**src/rtl/krb_pkg.sv**
```systemverilog
package krb_pkg;
  localparam int DATA_W  = 32;
  localparam int KEY_LSB = 24;
  localparam int KEY_W   = 8;

  // Unlock test on the top byte of a write word
  function automatic logic key_match(input logic [DATA_W-1:0] w,
                                     input logic [KEY_W-1:0] key);
    return w[DATA_W-1:KEY_LSB] == key;
  endfunction

  // Effective drive level of one line
  function automatic logic line_level(input logic ctrl_bit,
                                      input logic grant_bit,
                                      input logic has_grant);
    return has_grant ? (ctrl_bit & grant_bit) : ctrl_bit;
  endfunction
endpackage

```
**src/rtl/krb_decode.sv**
```systemverilog
module krb_decode
  import krb_pkg::*;
#(
  parameter int ADDR_W              = 8,
  parameter logic [ADDR_W-1:0] CTRL_OFS  = 8'h18,
  parameter logic [ADDR_W-1:0] GRANT_OFS = 8'hfc,
  parameter bit HAS_GRANT           = 1'b1,
  parameter logic [KEY_W-1:0] KEY   = 8'h88
) (
  input  logic              wr_en,
  input  logic [ADDR_W-1:0] addr,
  input  logic [DATA_W-1:0] wdata,
  output logic              sel_ctrl,
  output logic              sel_grant,
  output logic              ctrl_we,
  output logic              grant_we
);
  logic unlocked;

  always_comb begin
    unlocked  = key_match(wdata, KEY);
    sel_ctrl  = (addr == CTRL_OFS);
    sel_grant = HAS_GRANT && (addr == GRANT_OFS);
    ctrl_we   = wr_en && unlocked && sel_ctrl;
    grant_we  = wr_en && unlocked && sel_grant;
  end
endmodule

```
**src/rtl/krb_lines.sv**
```systemverilog
module krb_lines
  import krb_pkg::*;
#(
  parameter int NUM_LINES = 24,
  parameter bit HAS_GRANT = 1'b1
) (
  input  logic                 clk,
  input  logic                 rst_n,
  input  logic                 ctrl_we,
  input  logic                 grant_we,
  input  logic [NUM_LINES-1:0] wr_bits,
  output logic [NUM_LINES-1:0] ctrl_q,
  output logic [NUM_LINES-1:0] grant_q,
  output logic [NUM_LINES-1:0] rst_out
);
  for (genvar i = 0; i < NUM_LINES; i++) begin : g_line
    logic c_nxt;
    logic g_nxt;

    always_comb c_nxt = ctrl_we ? wr_bits[i] : ctrl_q[i];

    always_ff @(posedge clk or negedge rst_n) begin
      if (!rst_n) ctrl_q[i] <= 1'b0;
      else        ctrl_q[i] <= c_nxt;
    end

    if (HAS_GRANT) begin : g_gated
      always_comb g_nxt = grant_we ? wr_bits[i] : grant_q[i];
      always_ff @(posedge clk or negedge rst_n) begin
        if (!rst_n) grant_q[i] <= 1'b0;
        else        grant_q[i] <= g_nxt;
      end
    end else begin : g_direct
      always_comb g_nxt = 1'b0;
      always_comb grant_q[i] = 1'b0;
    end

    // Output flop takes the next-state level so it moves on the accepting edge
    always_ff @(posedge clk or negedge rst_n) begin
      if (!rst_n) rst_out[i] <= 1'b0;
      else        rst_out[i] <= line_level(c_nxt, g_nxt, HAS_GRANT);
    end
  end
endmodule

```
**src/rtl/keyed_reset_bank.sv**
```systemverilog
module keyed_reset_bank
  import krb_pkg::*;
#(
  parameter int NUM_LINES             = 24,
  parameter bit HAS_GRANT             = 1'b1,
  parameter int ADDR_W                = 8,
  parameter logic [ADDR_W-1:0] CTRL_OFS  = 8'h18,
  parameter logic [ADDR_W-1:0] GRANT_OFS = 8'hfc,
  parameter logic [7:0] KEY           = 8'h88
) (
  input  logic                 clk,
  input  logic                 rst_n,
  input  logic                 wr_en,
  input  logic [ADDR_W-1:0]    addr,
  input  logic [31:0]          wdata,
  output logic [31:0]          rdata,
  output logic [NUM_LINES-1:0] rst_out
);
  localparam int PAD_W = DATA_W - NUM_LINES;

  logic                 sel_ctrl;
  logic                 sel_grant;
  logic                 ctrl_we;
  logic                 grant_we;
  logic [NUM_LINES-1:0] ctrl_q;
  logic [NUM_LINES-1:0] grant_q;

  krb_decode #(
    .ADDR_W(ADDR_W), .CTRL_OFS(CTRL_OFS), .GRANT_OFS(GRANT_OFS),
    .HAS_GRANT(HAS_GRANT), .KEY(KEY)
  ) u_decode (
    .wr_en(wr_en), .addr(addr), .wdata(wdata),
    .sel_ctrl(sel_ctrl), .sel_grant(sel_grant),
    .ctrl_we(ctrl_we), .grant_we(grant_we)
  );

  krb_lines #(.NUM_LINES(NUM_LINES), .HAS_GRANT(HAS_GRANT)) u_lines (
    .clk(clk), .rst_n(rst_n), .ctrl_we(ctrl_we), .grant_we(grant_we),
    .wr_bits(wdata[NUM_LINES-1:0]),
    .ctrl_q(ctrl_q), .grant_q(grant_q), .rst_out(rst_out)
  );

  always_comb begin
    if (sel_ctrl)       rdata = {{PAD_W{1'b0}}, ctrl_q};
    else if (sel_grant) rdata = {{PAD_W{1'b0}}, grant_q};
    else                rdata = '0;
  end
endmodule

```
**config.mk**
```make
export PLATFORM = sky130hd
export DESIGN_NAME = keyed_reset_bank
export DESIGN_NICKNAME = d
export VERILOG_FILES = /design/src/rtl/krb_pkg.sv /design/src/rtl/krb_decode.sv /design/src/rtl/krb_lines.sv /design/src/rtl/keyed_reset_bank.sv
export SDC_FILE = /design/constraint.sdc
export NUM_CORES = 1
export LEC_CHECK = 0
export ABC_AREA = 1
export BUFFER_PORTS_ARGS = -buffer_cell sky130_fd_sc_hd__buf_2
export CORE_ASPECT_RATIO = 1.5
export CORE_UTILIZATION = 45
export CTS_CLUSTER_SIZE = 10
export DETAILED_ROUTE_END_ITERATION = 7
export HOLD_SLACK_MARGIN = 0.05
export PLACE_DENSITY_LB_ADDON = 0.05
export SYNTH_ARGS = -nofsm -noshare
export SYNTH_HDL_FRONTEND = slang
export SYNTH_HIERARCHICAL = 1
export SYNTH_SLANG_ARGS = --single-unit
```
**constraint.sdc**
```tcl
create_clock -name clk -period 1.8 [get_ports clk]
set_input_delay 0.09 -clock clk [delete_from_list [all_inputs] [get_ports clk]]
set_output_delay 0.09 -clock clk [all_outputs]
set_load 0.05 [all_outputs]
```
Word-level counts from Yosys, hierarchy flattened
Cells that the tools add are included.
{"block": "op_classes", "n_eq_ne": 3, "mux": 50, "n_bitwise": 24, "n_reduce_logical": 3}
{"operator": "$mux 1", "count": 48}
{"operator": "$mux 24", "count": 2}
{"operator": "$and 1x1->1", "count": 24}
{"operator": "$eq 8x8->1 const B", "count": 2}
{"operator": "$eq 8x5->1 const B", "count": 1}
{"operator": "$logic_and 1x1->1", "count": 3}
{"block": "totals", "reg_bits": 72, "in_bits": 43, "out_inout_bits": 56, "elab_cells": 152}

Longest topological paths before layout
Gate-level depths: netlist of run 1.
{"block": "depth", "word_depth": 5, "mapped_depth": 11, "ltp_nobuf": 9}

Cells and area by module
Netlist of run 1, hierarchy kept.
{"mod": "krb_lines", "n_inst": 1, "cells_per_inst": 372, "area_per_inst_um2": 3130.5, "seq_area_each_um2": 1801.7}
{"mod": "keyed_reset_bank", "n_inst": 1, "cells_per_inst": 89, "area_per_inst_um2": 478.0, "seq_area_each_um2": 0.0}
{"mod": "krb_decode", "n_inst": 1, "cells_per_inst": 33, "area_per_inst_um2": 125.1, "seq_area_each_um2": 0.0}

Worst setup path before layout of run 1
No wires, ideal clock.
{"block": "synth_path", "path_kind": "input-to-output", "start": "input port addr[0]", "end": "output port rdata[11]", "arrival_ns": 1.065, "t_required_ns": 1.710, "path_slack_ns": 0.645, "stages": 9, "n_path_buf": 2, "path_cell_list": "inv_1 nand2_1 nor2_1 nand2_1 inv_1 buf_6 buf_2 nand2_1 nand2_1"}
{"block": "synth_via", "elab_cells_between_ends": 4, "classes_between": "2 x eq/ne; 2 x mux"}
{"item": "start, declared", "line_no": "keyed_reset_bank.sv:14", "source": "input logic [ADDR_W-1:0] addr,"}
{"item": "$eq 8x5->1", "line_no": "krb_decode.sv:22", "source": "sel_ctrl = (addr == CTRL_OFS);"}
{"item": "named net sel_ctrl", "line_no": "keyed_reset_bank.sv:21", "source": "logic sel_ctrl;"}
{"item": "$mux 24", "line_no": "keyed_reset_bank.sv:44", "source": "if (sel_ctrl) rdata = {{PAD_W{1'b0}}, ctrl_q};"}
{"item": "end, declared", "line_no": "keyed_reset_bank.sv:16", "source": "output logic [31:0] rdata,"}
The timed path passes the listed nets, and every way through them passes these cells.

Worst setup path after layout of run 1
{"block": "layout_path", "start": "input port addr[5]", "end": "output port rdata[3]"}
Same word-level chain as after synthesis.

==> results of run 1 <==
==> worst register-to-register path, stage by stage (launching register included) <==
cell and delay, ps:
dfrtp_1 380, inv_1 60, nand2_1 50, nand2_1 110, nor2_2 50
==> registers in the layout (all words and copies together) (netlist names) <==
register	count
u_lines/grant_q	24
u_lines/rst_out	24
u_lines/ctrl_q	24
==> per-layer routing <==
layer  routed length (um)  vias up
met5                    0        -
met4                  102        0
li1                     -     1541
met3                  333        8
met1                 3430     1400
met2                 4009       69
==> area by class of cell <==
class / count / share of cell area [%]
Tap cell: 105 / 2.898
Inverter: 134 / 11.21
Clock buffer: 14 / 6.266
Sequential cell: 72 / 39.75
Multi-Input combinational cell: 270 / 27.13
Timing Repair Buffer: 100 / 11.98
Clock inverter: 2 / 0.7728
==> per-stage QoR <==
stage / setup WS (ps) / area [um^2]
final: 388.4 / 4533
after global placement: 400.4 / 4204
after floorplan: 644.6 / 3760
after CTS: 361.4 / 4533
after detailed placement: 381.5 / 4204
after global routing: 252.1 / 4533
==> cells in the mapped netlist <==
master	n
buf_6	12
nand3_1	18
nand2_1	166
dfrtp_1	72
buf_4	10
nor2_1	13
inv_2	1
conb_1	1
nand2_2	38
inv_1	131
inv_4	2
buf_2	3
nor2_2	20
nand3_2	7
==> power by group through the flow <==
stage	Sequential, W	Combinational, W	Clock (W)
5_1_grt	0.00162	0.000199	0.00197
2_1_floorplan	0.00165	0.0000954	0
3_5_place_dp	0.00165	0.000179	0
4_1_cts	0.00162	0.000181	0.00190
3_3_place_gp	0.00165	0.000177	0
6_report	0.00162	0.000176	0.00186
==> worst max path at each step <==
stage,startpoint,slack [ps],end
final,addr[5],390,rdata[3]
after global placement,addr[0],400,rdata[0]
after CTS,addr[5],360,rdata[3]
after floorplan,addr[0],640,rdata[11]
after global routing,addr[2],250,rdata[3]
after detailed placement,addr[5],380,rdata[3]
==> kinds of logic after synthesis <==
logic type,count (synthesis),share of synthesized area [%]
AND/OR/NAND/NOR,262,32.00
buffers and inverters,159,19.64
flip-flops,72,48.26
other,1,0.1004
==> cell usage in the layout (no fill, tap or decap), drive strengths merged <==
| master | n |
|---|---|
| buf | 99 |
| bufinv | 1 |
| clkbuf | 14 |
| clkinv | 1 |
| conb | 8 |
| dfrtp | 72 |
| dlygate4sd3 | 1 |
| inv | 134 |
| nand2 | 204 |
| nand3 | 25 |
| nor2 | 33 |
==> repair_timing <==
item                      CTS  global route
hold buffers                1             0
buffers inserted            0             0
hold endpoints to repair   72             0
==> flow_summary.json, run 1 <==
{
  "hpwl_mm": 5.206,
  "worstPathMaxFanout": 16,
  "grt_pass1_vias": 2916,
  "grt_max_degree": 73,
  "fin_tns_setup_ps": 0,
  "ff_latch_area_um2": 1802,
  "clockBufferDepth": 2,
  "startpoint_type": "input pin",
  "slowest_delay_ps": 260,
  "rr_worst_depth": 4,
  "multi_input_area_um2": 1230,
  "final_net_count": 630,
  "antenna-diode-count": 0,
  "slew_violations": 0,
  "cp.depth": 10,
  "postRouteAntennaNets": 0,
  "grt_usage_pct": 19.64,
  "start_util_pct": 46.63,
  "p_clk_share_pct": 50.9,
  "worst-path-buf-inv": 5,
  "p_per_area_nw_per_um2": 806.7,
  "ys_seq_area_share_pct": 48.26,
  "fin_crit_ps": 1412,
  "cts_root_buf": "clkbuf_16",
  "syn_area_per_cell_um2": 7.558,
  "drive_above_1_share_pct": 31.08,
  "dr.first_iter.drc_count": 139,
  "hold-path-cell-count": 5,
  "grtUsageMet1_pct": 23.39,
  "peakVddDrop_v": 0.0005208,
  "min-delay-start": "wdata[7]",
  "leakage_nw": 2.606,
  "critPathCaptureType": "output port",
  "netlist_area_um2": 3734,
  "sw_frac_of_total_pct": 20.82,
  "grt_pass1_wl_mm": 13.20,
  "synth_cells": 494,
  "dieWidth_um": 76.37,
  "routedWlPerCell_um": 11.30,
  "clk_latency_ps": 330,
  "crit_type": "input pin to output port",
  "tightest_slew_ps": 510.7,
  "cts_buffers": 9,
  "max_cap_violations": 0,
  "htree_levels": 3,
  "seqPwrFrac_pct": 44.3,
  "min_to": "u_lines/ctrl_q[7]",
  "areaGrowthSynthToFinish_pct": 21.41,
  "fillers": 793,
  "grtUsageMet2_pct": 34.59,
  "worst-endpoint-required_ps": 1710,
  "clock-sinks": 72,
  "intPower_w": 0.002895,
  "use_met3_pct": 4.560,
  "gp_congestion": 0.7588,
  "yosysTopAreaCellShare_pct": 48.26,
  "ys_types": 14,
  "p_sw_w": 0.0007615,
  "dp.cells": 680,
  "first_pass_iters": 4,
  "final_core_util_pct": 56.61,
  "cts_tree": "built",
  "r2r_end": "u_lines/rst_out[3]",
  "antenna_found_initial": 0,
  "power_w": 0.003657,
  "ys_ff_latch": 72,
  "min_path_type": "input pin to flip-flop",
  "comb_power_share_pct": 4.8,
  "path_cells": "buf_2 > inv_1 > nand2_1 > nor2_1 > nand2_1 > inv_1 > buf_4 > nand2_1 > nand2_1 > buf_2",
  "ys_warn_count": 6,
  "period_share_pct": 78.42,
  "io_buffers": 90,
  "max_freq_mhz": 708.4,
  "synth.area.top_cells": "dfrtp_1 (48%), nand2_1 (17%), inv_1 (13%), nand2_2 (6.4%), buf_6 (3.6%)",
  "rsz0062_at_grt": "no",
  "skew_ps": 4.799,
  "die-area_um2": 8673,
  "path_clk_slew_ps": 60,
  "viasPerCell": 4.330,
  "drt_wl_total_mm": 7.877,
  "drc": 0,
  "max-slew-margin-rel_pct": 65.90,
  "grt_overflow": 0,
  "cts_resized": 0,
  "pin_count": 99,
  "cp.arrival_ps": 1320,
  "slowest_stage": "buf_4",
  "r2r_slack_ps": 1040,
  "r2r_start": "u_lines/grant_q[3]",
  "hold_viol_final": 0,
  "hold_ws_ps": 55.59,
  "die_h_um": 113.6,
  "crit_family": "buffers and inverters",
  "fin_cells": 697,
  "vias": 3018,
  "core_um2": 8008,
  "finalSetupViolCount": 0,
  "yosys.area.top_type": "dfrtp_1",
  "cpMostUsedCell": "nand2_1",
  "status": "finished, final reports clean",
  "rows": 40,
  "busiest_layer": "met2"
}
Power figures use the tool's default switching activity.
==> run 2: changes to the inputs <==
==> constraint.sdc (replaced) <==
create_clock -name clk -period 1.29 [get_ports clk]
set_input_delay 0.0645 -clock clk [delete_from_list [all_inputs] [get_ports clk]]
set_output_delay 0.0645 -clock clk [all_outputs]
set_load 0.05 [all_outputs]
==> flow_summary.json, run 2 (synthesized netlist as in run 1, its figures left out) <==
{
  "sw_frac_of_total_pct": 21.03,
  "rows": 40,
  "min_path_type": "input pin to flip-flop",
  "slowest_stage": "buf_4",
  "cts_buffers": 9,
  "die-area_um2": 8673,
  "first_pass_iters": 4,
  "peakVddDrop_v": 0.0006658,
  "dieWidth_um": 76.37,
  "startpoint_type": "input pin",
  "io_buffers": 90,
  "finalSetupViolCount": 0,
  "clock-sinks": 72,
  "grt_max_degree": 57,
  "clk_latency_ps": 330,
  "slowest_delay_ps": 190,
  "hold-path-cell-count": 5,
  "status": "finished, final reports clean",
  "path_cells": "buf_2 > inv_1 > nand2_1 > nor2_1 > nand2_1 > inv_2 > buf_6 > nand2_1 > nand2_1 > buf_4",
  "cts_tree": "built",
  "comb_power_share_pct": 5.5,
  "min-delay-start": "wdata[23]",
  "critPathCaptureType": "output port",
  "r2r_end": "u_lines/grant_q[23]",
  "drive_above_1_share_pct": 30.58,
  "p_sw_w": 0.001056,
  "final_net_count": 643,
  "final_cell_mix": "nand2_1 (166), inv_1 (130), dfrtp_1 (72)",
  "skew_ps": 2.004,
  "drt_wl_total_mm": 8.072,
  "period_share_pct": 91.45,
  "dr.first_iter.drc_count": 113,
  "placed_area_um2": 4244,
  "vias": 3069,
  "antenna-diode-count": 0,
  "viasPerCell": 4.323,
  "fin_crit_ps": 1180,
  "power_w": 0.005021,
  "worstPathMaxFanout": 10,
  "hold_viol_final": 0,
  "htree_levels": 3,
  "max_freq_mhz": 847.7,
  "areaGrowthSynthToFinish_pct": 27.25,
  "clockBufferDepth": 2,
  "r2r_start": "u_lines/grant_q[23]",
  "die_h_um": 113.6,
  "hold_ws_ps": 55.77,
  "gp_congestion": 0.7594,
  "p_clk_share_pct": 49.5,
  "crit_type": "input pin to output port",
  "intPower_w": 0.003965,
  "grt_overflow": 0,
  "r2r_slack_ps": 530,
  "leakage_nw": 2.652,
  "crit_start": "addr[5]",
  "antenna_found_initial": 0,
  "rr_worst_depth": 4,
  "grt_pass1_wl_mm": 14.06,
  "cpMostUsedCell": "nand2_1",
  "max_cap_violations": 0,
  "drc": 0,
  "final_common_cell": "nand2_1",
  "reg_top3": "u_lines/ctrl_q: 24 flops, u_lines/grant_q: 24 flops, u_lines/rst_out: 24 flops",
  "hpwl_mm": 5.526,
  "rsz0062_at_grt": "yes",
  "pin_count": 99,
  "path_clk_slew_ps": 50,
  "slew_violations": 0,
  "grt_pass1_vias": 3158,
  "final_area_um2": 4751,
  "grt_usage_pct": 20.84,
  "postRouteAntennaNets": 0,
  "cts_root_buf": "clkbuf_16",
  "routedWlPerCell_um": 11.37,
  "seqPwrFrac_pct": 45.0,
  "min_to": "u_lines/ctrl_q[23]",
  "worst-endpoint-required_ps": 1230,
  "core_um2": 8008,
  "cp.arrival_ps": 1120,
  "start_util_pct": 46.63,
  "fin_tns_setup_ps": 0,
  "p_per_area_nw_per_um2": 1057
}
==> run 2: cell types whose count changed in the layout (fill, tap and decap cells not counted), sizes merged <==
cell / previous run / this run
dlygate4sd3: 1 / 12
clkinvlp: 0 / 1
clkbuf: 14 / 15
buf: 99 / 100
clkinv: 1 / 0
==> run 2: layer usage <==
layer,up-vias,track usage (%),routed length (um)
met4,0,7.692,119
met1,1423,23.68,3423
met5,-,0,0
li1,1573,-,-
met3,13,4.000,271
met2,60,38.50,4259
==> run 2: repair_timing <==
item                                    CTS  global route
hold buffers                             12             0
endpoints found under the hold margin    86             0
gates resized for setup                  16            23
buffers inserted                          0             0
endpoints found under the setup margin   23            24
==> run 2: layout make-up <==
class	instances	area, um^2
clock buffer	14	264.0
multi-input combinational	270	1230
inverter	134	510.5
sequential	72	1802
timing repair buffer	113	775.7
tap	105	131.4
clock inverter	2	37.54
fill	797	3257
==> run 2: how the worst max path moves through the flow <==
stage / cells past startpoint / to / slack, ps
final: 10 / rdata[11] / 110
after global routing: 10 / rdata[1] / -10
after CTS: 10 / rdata[22] / -30
after detailed placement: 10 / rdata[16] / -40
after global placement: 10 / u_lines/rst_out[7] / -40
after floorplan: 9 / rdata[11] / 190
==> run 2: power groups by stage <==
stage          Sequential, W  Combinational, W  Clock (W)
2_1_floorplan        0.00230          0.000133          0
3_3_place_gp         0.00230          0.000248          0
3_5_place_dp         0.00230          0.000250          0
4_1_cts              0.00226          0.000280    0.00256
5_1_grt              0.00226          0.000308    0.00265
6_report             0.00226          0.000275    0.00248
==> run 2: stage by stage <==
stage	worst slack (ps)	std cells	util (%)
final	110.3	710	59.33
after global routing	-14.93	710	59.33
after CTS	-27.91	710	58.77
after detailed placement	-40.59	682	53.00
after global placement	-41.67	682	53.00
after floorplan	185.6	501	-
==> run 2: worst max-delay path, delay by kind of cell <==
| kind | cells | cell delay (ps) |
|---|---|---|
| buffers and inverters | 5 | 650 |
| AND/OR/NAND/NOR | 5 | 370 |
==> run 3: changes to the inputs <==
--- a/config.mk
+++ b/config.mk
@@ -6,7 +6,7 @@
 export NUM_CORES = 1
 export LEC_CHECK = 0
 export ABC_AREA = 1
-export BUFFER_PORTS_ARGS = -buffer_cell sky130_fd_sc_hd__buf_2
+export BUFFER_PORTS_ARGS = -buffer_cell sky130_fd_sc_hd__buf_4
 export CORE_ASPECT_RATIO = 1.5
 export CORE_UTILIZATION = 45
 export CTS_CLUSTER_SIZE = 10
==> flow_summary.json, run 3 (synthesized netlist as in run 1, its figures left out) <==
{
  "post_cts_buffers": 0,
  "start_util_pct": 46.63,
  "min_path_type": "input pin to flip-flop",
  "final_net_count": 645,
  "final_core_util_pct": 61.58,
  "dr.first_iter.drc_count": 173,
  "final_common_cell": "nand2_1",
  "gp_congestion": 0.7282,
  "drive_above_1_share_pct": 30.53,
  "areaGrowthSynthToFinish_pct": 32.07,
  "vias": 3032,
  "drt_wl_total_mm": 8.199,
  "hpwl_mm": 5.334,
  "startpoint_type": "input pin",
  "worst-endpoint-required_ps": 1230,
  "grt_pass1_wl_mm": 13.24,
  "slew_violations": 0,
  "cpMostUsedCell": "nand2_1",
  "peakVddDrop_v": 0.0008843,
  "die-area_um2": 8673,
  "grt_pass1_vias": 2896,
  "grt_max_degree": 73,
  "max_cap_violations": 0,
  "postRouteAntennaNets": 0,
  "htree_levels": 3,
  "critPathCaptureType": "output port",
  "path_clk_slew_ps": 50,
  "die_h_um": 113.6,
  "hold_viol_final": 0,
  "dieWidth_um": 76.37,
  "antenna_found_initial": 0,
  "max_freq_mhz": 846.6,
  "crit_family": "buffers and inverters",
  "clockBufferDepth": 2,
  "cp.arrival_ps": 1120,
  "final_area_um2": 4931,
  "grt_usage_pct": 19.97,
  "rows": 40,
  "finalSetupViolCount": 0,
  "drc": 0,
  "fillers": 751,
  "placed_area_um2": 4459,
  "core_um2": 8008,
  "antenna-diode-count": 0,
  "slowest_delay_ps": 190,
  "slowest_stage": "buf_12",
  "io_buffers": 90,
  "worstPathMaxFanout": 24,
  "final_cell_mix": "nand2_1 (164), inv_1 (130), buf_4 (90)",
  "cts_root_buf": "clkbuf_16",
  "crit_type": "input pin to output port",
  "reg_top3": "u_lines/ctrl_q: 24 flops, u_lines/grant_q: 24 flops, u_lines/rst_out: 24 flops",
  "cts_buffers": 9,
  "period_share_pct": 91.56,
  "routedWlPerCell_um": 11.53,
  "grt_overflow": 0,
  "viasPerCell": 4.264,
  "p_per_area_nw_per_um2": 980.1,
  "fin_crit_ps": 1181,
  "worst-path-buf-inv": 5,
  "first_pass_iters": 4,
  "skew_ps": 2.377,
  "path_cells": "buf_4 > inv_1 > nand2_1 > nor2_1 > nand2_1 > inv_1 > buf_12 > nand3_1 > nand2_1 > buf_6",
  "clk_latency_ps": 320,
  "leakage_nw": 2.733,
  "cts_tree": "built",
  "clock-sinks": 72,
  "status": "finished, final reports clean",
  "pin_count": 99
}
[run 3: final timing paths]
kind / from / to / slack (ps) / cells past startpoint
hold reg to reg: u_lines/ctrl_q[7] / u_lines/ctrl_q[7] / 550 / 4
setup / recovery: addr[0] / rdata[1] / 110 / 10
max in group asynchronous: rst_n / u_lines/ctrl_q[22] / 690 / 3
setup reg to reg: u_lines/grant_q[10] / u_lines/grant_q[10] / 520 / 4
hold / removal: wdata[23] / u_lines/ctrl_q[23] / 60 / 5
min in group asynchronous: rst_n / u_lines/ctrl_q[12] / 300 / 3
[run 3: final cells by class]
type / instances / area, um^2 / area share, %
Multi-Input combinational cell: 270 / 1235 / 25.04
Timing Repair Buffer: 115 / 979.7 / 19.87
Inverter: 134 / 515.5 / 10.45
Tap cell: 105 / 131.4 / 2.664
Sequential cell: 72 / 1802 / 36.54
Clock buffer: 15 / 267.8 / 5.430
[run 3: timing repair]
action                                 in CTS  in global routing
hold buffers                               14                  0
gates cloned                                0                  1
endpoints found under the hold margin      91                  0
setup endpoints to repair                  13                 22
resized for setup                           1                 12
[run 3: report_power, final]
group          switching, W  internal (W)
sequential      0.000000449       0.00226
clock              0.000855       0.00140
combinational      0.000178      0.000139
total               0.00103       0.00380
[run 3: worst reg2reg max path, cell delays in order (launching register included)]
cell     delay, ps
dfrtp_1        390
inv_1           60
nand2_1         50
nand2_1        120
inv_1           40
[run 3: stage by stage]
stage | power, W | TNS, ps | instances | worst slack, ps | hold slack, ps
CTS | 0.004893 | 0 | 710 | 17.59 | 51.36
global route | 0.005019 | -24.74 | 711 | -24.74 | 72.46
global placement | 0.002587 | -168.7 | 681 | -34.68 | 112.6
floorplan | 0.002437 | 0 | 501 | 185.6 | -231.1
detailed placement | 0.002588 | -599.5 | 681 | -54.20 | 109.5
finish | 0.004833 | 0 | 711 | 108.8 | 59.22
[run 3: routing by layer]
metal  up-vias  part of all wire (%)  GRT usage, %
met5         -                     0             0
met4         0                   1.1         8.205
met3         6                   3.6         4.400
met2        75                    52         35.56
met1      1377                    43         23.15
li1       1574                     -             -
